[src/rtl/vws_pkg.sv]
package vws_pkg;

    typedef enum logic [1:0] {
        ST_ACTIVE   = 2'd0,
        ST_STANDBY  = 2'd1,
        ST_SETTLING = 2'd2,
        ST_RELEASE  = 2'd3
    } vws_state_e;

    localparam logic [1:0] SEL_SHORT = 2'b01;
    localparam logic [1:0] SEL_LONG  = 2'b11;

endpackage

[src/rtl/vws_delay_sel.sv]
module vws_delay_sel #(
    parameter int DLY_SHORT = 8,
    parameter int DLY_LONG  = 24,
    parameter int CW        = 5
) (
    input  logic [1:0]    sel,
    output logic [CW-1:0] cycles
);
    import vws_pkg::*;

    localparam logic [CW-1:0] SHORT_V = CW'(DLY_SHORT);
    localparam logic [CW-1:0] LONG_V  = CW'(DLY_LONG);

    // reserved codes fall back to the longest settle time
    always_comb begin
        case (sel)
            SEL_SHORT: cycles = SHORT_V;
            SEL_LONG:  cycles = LONG_V;
            default:   cycles = LONG_V;
        endcase
    end

endmodule

[src/rtl/vws_settle_cnt.sv]
module vws_settle_cnt #(
    parameter int CW = 5
) (
    input  logic          clk,
    input  logic          rst_n,
    input  logic          load,
    input  logic [CW-1:0] load_val,
    input  logic          run,
    output logic          done
);
    typedef struct packed {
        logic [CW-1:0] cnt;
    } cnt_reg_t;

    cnt_reg_t cnt_d, cnt_q;

    always_comb begin
        cnt_d = cnt_q;
        if (load) begin
            cnt_d.cnt = load_val - 1'b1;
        end else if (run && cnt_q.cnt != '0) begin
            cnt_d.cnt = cnt_q.cnt - 1'b1;
        end
    end

    always_ff @(posedge clk or negedge rst_n) begin
        if (!rst_n) begin
            cnt_q <= '0;
        end else begin
            cnt_q <= cnt_d;
        end
    end

    assign done = run && (cnt_q.cnt == '0);

    AST_CNT_STEP: assert property (@(posedge clk) disable iff (!rst_n)
        (run && !load && cnt_q.cnt != '0) |=> (cnt_q.cnt == $past(cnt_q.cnt) - 1'b1));

endmodule

[src/rtl/vws_bor_flag.sv]
module vws_bor_flag (
    input  logic clk,
    input  logic rst_n,
    input  logic uv_det,
    input  logic wr_en,
    input  logic wr_val,
    output logic flag,
    output logic bor_rst
);
    typedef struct packed {
        logic flag;
        logic rst;
    } bor_reg_t;

    bor_reg_t bor_d, bor_q;

    always_comb begin
        bor_d     = bor_q;
        bor_d.rst = uv_det;
        if (uv_det) begin
            bor_d.flag = 1'b1;
        end else if (wr_en && !wr_val) begin
            bor_d.flag = 1'b0;
        end
    end

    always_ff @(posedge clk or negedge rst_n) begin
        if (!rst_n) begin
            bor_q <= '0;
        end else begin
            bor_q <= bor_d;
        end
    end

    assign flag    = bor_q.flag;
    assign bor_rst = bor_q.rst;

    AST_UV_SETS_FLAG: assert property (@(posedge clk) disable iff (!rst_n)
        uv_det |=> (flag && bor_rst));

    AST_FLAG_STICKY: assert property (@(posedge clk) disable iff (!rst_n)
        (flag && !(wr_en && !wr_val)) |=> flag);

endmodule

[src/rtl/vreg_wake_seq.sv]
module vreg_wake_seq #(
    parameter int DLY_SHORT = 8,
    parameter int DLY_LONG  = 24
) (
    input  logic       clk,
    input  logic       rst_n,
    input  logic       sleep_req,
    input  logic       wake_evt,
    input  logic       hold_on,
    input  logic [1:0] wake_sel,
    input  logic       uv_det,
    input  logic       flag_wr_en,
    input  logic       flag_wr_val,
    output logic       reg_stby,
    output logic       core_run,
    output logic       wake_done,
    output logic       bor_rst,
    output logic       bor_flag
);
    import vws_pkg::*;

    localparam int DLY_MAX = (DLY_LONG > DLY_SHORT) ? DLY_LONG : DLY_SHORT;
    localparam int CW      = $clog2(DLY_MAX + 1);

    typedef struct packed {
        vws_state_e state;
        logic       mode;   // 1: regulator taken into standby for this sleep
    } fsm_reg_t;

    fsm_reg_t fsm_d, fsm_q;

    logic          cnt_load;
    logic          cnt_done;
    logic [CW-1:0] settle_cycles;

    vws_delay_sel #(
        .DLY_SHORT (DLY_SHORT),
        .DLY_LONG  (DLY_LONG),
        .CW        (CW)
    ) i_delay_sel (
        .sel    (wake_sel),
        .cycles (settle_cycles)
    );

    vws_settle_cnt #(
        .CW (CW)
    ) i_settle_cnt (
        .clk      (clk),
        .rst_n    (rst_n),
        .load     (cnt_load),
        .load_val (settle_cycles),
        .run      (fsm_q.state == ST_SETTLING),
        .done     (cnt_done)
    );

    vws_bor_flag i_bor_flag (
        .clk     (clk),
        .rst_n   (rst_n),
        .uv_det  (uv_det),
        .wr_en   (flag_wr_en),
        .wr_val  (flag_wr_val),
        .flag    (bor_flag),
        .bor_rst (bor_rst)
    );

    always_comb begin
        fsm_d    = fsm_q;
        cnt_load = 1'b0;
        if (uv_det) begin
            fsm_d.state = ST_ACTIVE;
        end else begin
            case (fsm_q.state)
                ST_ACTIVE: begin
                    if (sleep_req) begin
                        fsm_d.state = ST_STANDBY;
                        fsm_d.mode  = !hold_on;
                    end
                end
                ST_STANDBY: begin
                    if (wake_evt) begin
                        if (fsm_q.mode) begin
                            fsm_d.state = ST_SETTLING;
                            cnt_load    = 1'b1;
                        end else begin
                            fsm_d.state = ST_RELEASE;
                        end
                    end
                end
                ST_SETTLING: begin
                    if (cnt_done) begin
                        fsm_d.state = ST_RELEASE;
                    end
                end
                default: begin
                    fsm_d.state = ST_ACTIVE;
                end
            endcase
        end
    end

    always_ff @(posedge clk or negedge rst_n) begin
        if (!rst_n) begin
            fsm_q <= '{state: ST_ACTIVE, mode: 1'b0};
        end else begin
            fsm_q <= fsm_d;
        end
    end

    assign reg_stby  = (fsm_q.state == ST_STANDBY) && fsm_q.mode;
    assign core_run  = (fsm_q.state == ST_ACTIVE) || (fsm_q.state == ST_RELEASE);
    assign wake_done = (fsm_q.state == ST_RELEASE);

    AST_STBY_HALTS: assert property (@(posedge clk) disable iff (!rst_n)
        reg_stby |-> !core_run);

    AST_BYPASS_NO_SETTLE: assert property (@(posedge clk) disable iff (!rst_n)
        (fsm_q.state == ST_STANDBY && !fsm_q.mode && wake_evt && !uv_det) |=> wake_done);

    AST_STBY_OFF_ON_SETTLE: assert property (@(posedge clk) disable iff (!rst_n)
        (reg_stby && wake_evt && !uv_det) |=> (!reg_stby && !core_run));

    AST_SETTLE_HOLD: assert property (@(posedge clk) disable iff (!rst_n)
        (fsm_q.state == ST_SETTLING && !cnt_done && !uv_det) |=> (fsm_q.state == ST_SETTLING));

    AST_NO_SLEEP_IN_RELEASE: assert property (@(posedge clk) disable iff (!rst_n)
        (wake_done && !uv_det) |=> (core_run && !wake_done));

    AST_UV_RECOVERS: assert property (@(posedge clk) disable iff (!rst_n)
        uv_det |=> (core_run && !reg_stby));

    AST_PULSE_ONE: assert property (@(posedge clk) disable iff (!rst_n)
        wake_done |=> !wake_done);

endmodule

[config.mk]
export PLATFORM = sky130hd
export DESIGN_NAME = vreg_wake_seq
export DESIGN_NICKNAME = d
export VERILOG_FILES = /design/src/rtl/vws_pkg.sv /design/src/rtl/vws_delay_sel.sv /design/src/rtl/vws_settle_cnt.sv /design/src/rtl/vws_bor_flag.sv /design/src/rtl/vreg_wake_seq.sv
export SDC_FILE = /design/constraint.sdc
export NUM_CORES = 1
export LEC_CHECK = 0
export ABC_AREA = 1
export CAP_MARGIN = 20
export CORE_MARGIN = 1
export CORE_UTILIZATION = 55
export CTS_BUF_LIST = sky130_fd_sc_hd__clkbuf_4
export CTS_CLUSTER_SIZE = 24
export DETAILED_ROUTE_END_ITERATION = 6
export DONT_BUFFER_PORTS = 1
export PLACE_DENSITY = 0.77
export SYNTH_ARGS = -nofsm -noshare
export SYNTH_HDL_FRONTEND = slang
export SYNTH_HIERARCHICAL = 1
export SYNTH_SLANG_ARGS = --single-unit
[constraint.sdc]
create_clock -name clk -period 4.6 [get_ports clk]
set_input_delay 0.23 -clock clk [delete_from_list [all_inputs] [get_ports clk]]
set_output_delay 0.23 -clock clk [all_outputs]
set_load 0.03 [all_outputs]
==> flow_metrics.tcl <==
set metrics [dict create \
    area_growth_pct 4.80 \
    die_h_um 40.3 \
    path_buf_inv 4 \
    viasPerCell 4.82 \
    io_buffer_count 0 \
    synth_compound_area_share_pct 5.26 \
    critPathSlowestCell "dfrtp_1" \
    cts_root_buffer "clkbuf_4" \
    ant_nets 0 \
    powerDensity_nw_per_um2 604 \
    dp_hpwl_um 1190 \
    syn_inst 120 \
    synth_flop_cell "dfrtp_1" \
    fin_total_pwr_w 0.000511 \
    arrival_ns 2.13 \
    synth_mux_area_share_pct 0 \
    grt_antenna_before_repair 0 \
    grt.total_usage_pct 19.8 \
    synth-adder-area-share_pct 7.74 \
    syn_area_per_cell_sq_um 6.74 \
    crit_fanout 9 \
    diodes 0 \
    max_stage_delay_ns 0.41 \
    cts_tree "yes" \
    vias 670 \
    clock_latency_ns 0.26 \
    synthTopCellsByArea "dfrtp_1 31%, nand2_1 17%, inv_1 9.8%" \
    dr.pass1.iters 4 \
    finalHoldViolations 0 \
    cts.sinks 10 \
    start_util_pct 60.6 \
    min-delay-path-class "input pin to register" \
    synth_top_family_by_area "simple AND/OR/NAND/NOR gates" \
    ir_drop_uv 376 \
    gp_congestion 0.870 \
    status "finished clean" \
    post_drt_wl_per_cell_um 9.96 \
    cts_buffer_depth 2 \
    final_max_slew_viol_count 0 \
    worst_setup_path_start_kind "register" \
    ys_seq_elements 10 \
    die_w_um 40.3 \
    synth_common_cells "36 x nand2_1, 21 x inv_1, 10 x dfrtp_1, 10 x nand3_1, 7 x nor2_1" \
    p_sw_w 0.000253 \
    fin_skew_ns 0.00304 \
    ios 15 \
    ys_warn_count 6 \
    max_clock_freq_mhz 502 \
    ys_seq_area_share_pct 31.0 \
    finalCritPeriodShare_pct 43.3 \
    intPower_w 0.000259 \
    p_leak_nw 0.479 \
    finalWorstPathRequiredPeriod_ns 1.99 \
    grt_max_degree 11 \
    cts_max_level 1 \
    fin_nets 140 \
    rsz0062_at_grt "false" \
    yosysTopAreaCell "dfrtp_1" \
    wirelength_um 1380 \
    grt-ovfl-total 0 \
    rows 13 \
    netlist.area_leader.share_pct 31.0 \
    dieArea_sq_um 1630 \
    fill_cells 112 \
    tns_ns 0 \
    yosysMostFrequentCell "nand2_1" \
    pwr-share-seq_pct 30.6 \
    swShare_pct 49.4 \
    drtIter0Drc 18 \
    cp.required_ns 4.74 \
    layout_setup_ws_ns 2.61 \
    grt_first_pass_wirelength_um 2060 \
    crit_chain "inv_1 -> ha_1 -> nand2_1 -> nor3_1 -> buf_4 -> inv_8 -> nand2_2 -> nand2_4 -> ha_1 -> nand3_2 -> inv_1 -> o21ai_1 -> o21ai_0" \
    drc_errors 0 \
    criticalPathCategory "register to register" \
    clkTransAtPathRegs_ns 0.06 \
    synth_edf_count 0 \
    post-place-ws_ns 2.62 \
    synth_cell_type_count 21 \
    syn-cell-area_sq_um 808 \
    cts_inserted_buffers 3 \
    grt_pass1_vias 545 \
    drv_cap 0 \
    setup_violations 0 \
    drive_above_1_share_pct 14.5 \
    end_kind "register" \
    power_frac_comb_pct 58.2 \
    synth_async_sr_flop_share_pct 100 \
    crit_family "simple AND/OR/NAND/NOR gates" \
    synth-xor-area-share_pct 0 \
    synthSimpleGateAreaFrac_pct 37.9 \
    power_frac_clock_pct 11.2 \
    core_sq_um 1330 \
]
## worst reg2reg max path, delay by kind of cell (launching register included)
kind,cells,cell delay (ns)
AOI/OAI and AO/OA,2,0.22
and+or+nand+nor,5,0.43
adders and majority gates,2,0.39
buffers and inverters,4,0.42
DFF,1,0.41
## stage by stage
| step | util [%] | hold WS (ns) | instances | area (sq um) |
|---|---|---|---|---|
| 3_5_place_dp | 60.0 | -0.0654 | 133 | 801 |
| 5_1_grt | 63.5 | 0.0420 | 139 | 847 |
| 6_report | 63.5 | 0.0587 | 139 | 847 |
| 4_1_cts | 63.5 | 0.0539 | 139 | 847 |
| 2_1_floorplan | - | -0.0656 | 122 | 816 |
| 3_3_place_gp | 60.0 | -0.0654 | 133 | 801 |
## sequential cells by signal (all words and copies together), names as in the netlist
name / count
i_bor_flag/flag: 1
i_bor_flag/bor_rst: 1
i_settle_cnt/cnt_q: 5
fsm_q: 3
## worst paths after layout
kind / startpoint / to / slack, ns / cells after the start
min reg2reg: i_settle_cnt/cnt_q[4] / i_settle_cnt/cnt_q[4] / 0.53 / 2
min in group asynchronous: rst_n / i_settle_cnt/cnt_q[2] / 0.36 / 1
max reg2reg: fsm_q[2] / i_settle_cnt/cnt_q[2] / 2.61 / 13
min: hold_on / fsm_q[0] / 0.06 / 1
max in group asynchronous: rst_n / i_bor_flag/bor_rst / 3.93 / 1
max: fsm_q[2] / i_settle_cnt/cnt_q[2] / 2.61 / 13
## layout make-up
type / instances / area, sq um / share of cell area [%]
Clock buffer: 3 / 22.5 / 2.66
Clock inverter: 1 / 3.75 / 0.443
Inverter: 24 / 97.6 / 11.5
Multi-Input combinational cell: 83 / 427 / 50.4
Sequential cell: 10 / 250 / 29.5
Tap cell: 15 / 18.8 / 2.22
Timing Repair Buffer: 3 / 27.5 / 3.25
## power by group through the flow
| stage | clock network [W] | registers, W | logic, W |
|---|---|---|---|
| final | 0.0000573 | 0.000156 | 0.000298 |
| after global placement | 0 | 0.000156 | 0.000288 |
| after CTS | 0.0000605 | 0.000156 | 0.000299 |
| after detailed placement | 0 | 0.000158 | 0.000296 |
| after floorplan | 0 | 0.000150 | 0.000252 |
| after global routing | 0.0000651 | 0.000160 | 0.000341 |
## repair_timing
action / 4_1_cts / 5_1_grt
buffers inserted: 0 / 0
setup endpoints to repair: 0 / 0
gates resized for setup: 0 / 0
hold buffers: 2 / 0
hold endpoints to repair: 11 / 0
## metal layers
metal | up-vias | track usage, % | part of all wire, %
li1 | 363 | - | -
met1 | 289 | 24.6 | 45
met2 | 18 | 29.0 | 48
met3 | 0 | 11.7 | 6.9
met4 | 0 | 5.00 | 0
met5 | - | 0 | 0
## cells by family after synthesis
family	count (synthesis)
other	2
DFF	10
buffers and inverters	29
AOI/OAI and AO/OA	8
and+or+nand+nor	66
adders and majority gates	5
## placed cells by master (no fill, tap or decap)
| cell type | netlist | final |
|---|---|---|
| nand3b_1 | 1 | 1 |
| conb_1 | 2 | 4 |
| dlygate4sd3_1 | 0 | 2 |
| inv_8 | 1 | 1 |
| nor3_1 | 1 | 1 |
| a21oi_1 | 1 | 1 |
| o21bai_1 | 1 | 1 |
| nand3_2 | 1 | 1 |
| inv_1 | 21 | 21 |
| nand2_2 | 6 | 6 |
| buf_4 | 4 | 1 |
| nor2_2 | 2 | 2 |
| o21ai_0 | 2 | 2 |
| inv_2 | 2 | 2 |
| nand2_1 | 36 | 36 |
| clkbuf_4 | 0 | 3 |
| nand3_1 | 10 | 10 |
| nor2_1 | 7 | 7 |
| clkinv_1 | 0 | 1 |
| nand2_4 | 2 | 2 |
| ha_1 | 5 | 5 |
| dfrtp_1 | 10 | 10 |
| o21ai_1 | 4 | 4 |
No activity file was read; power rests on OpenSTA's default activity.
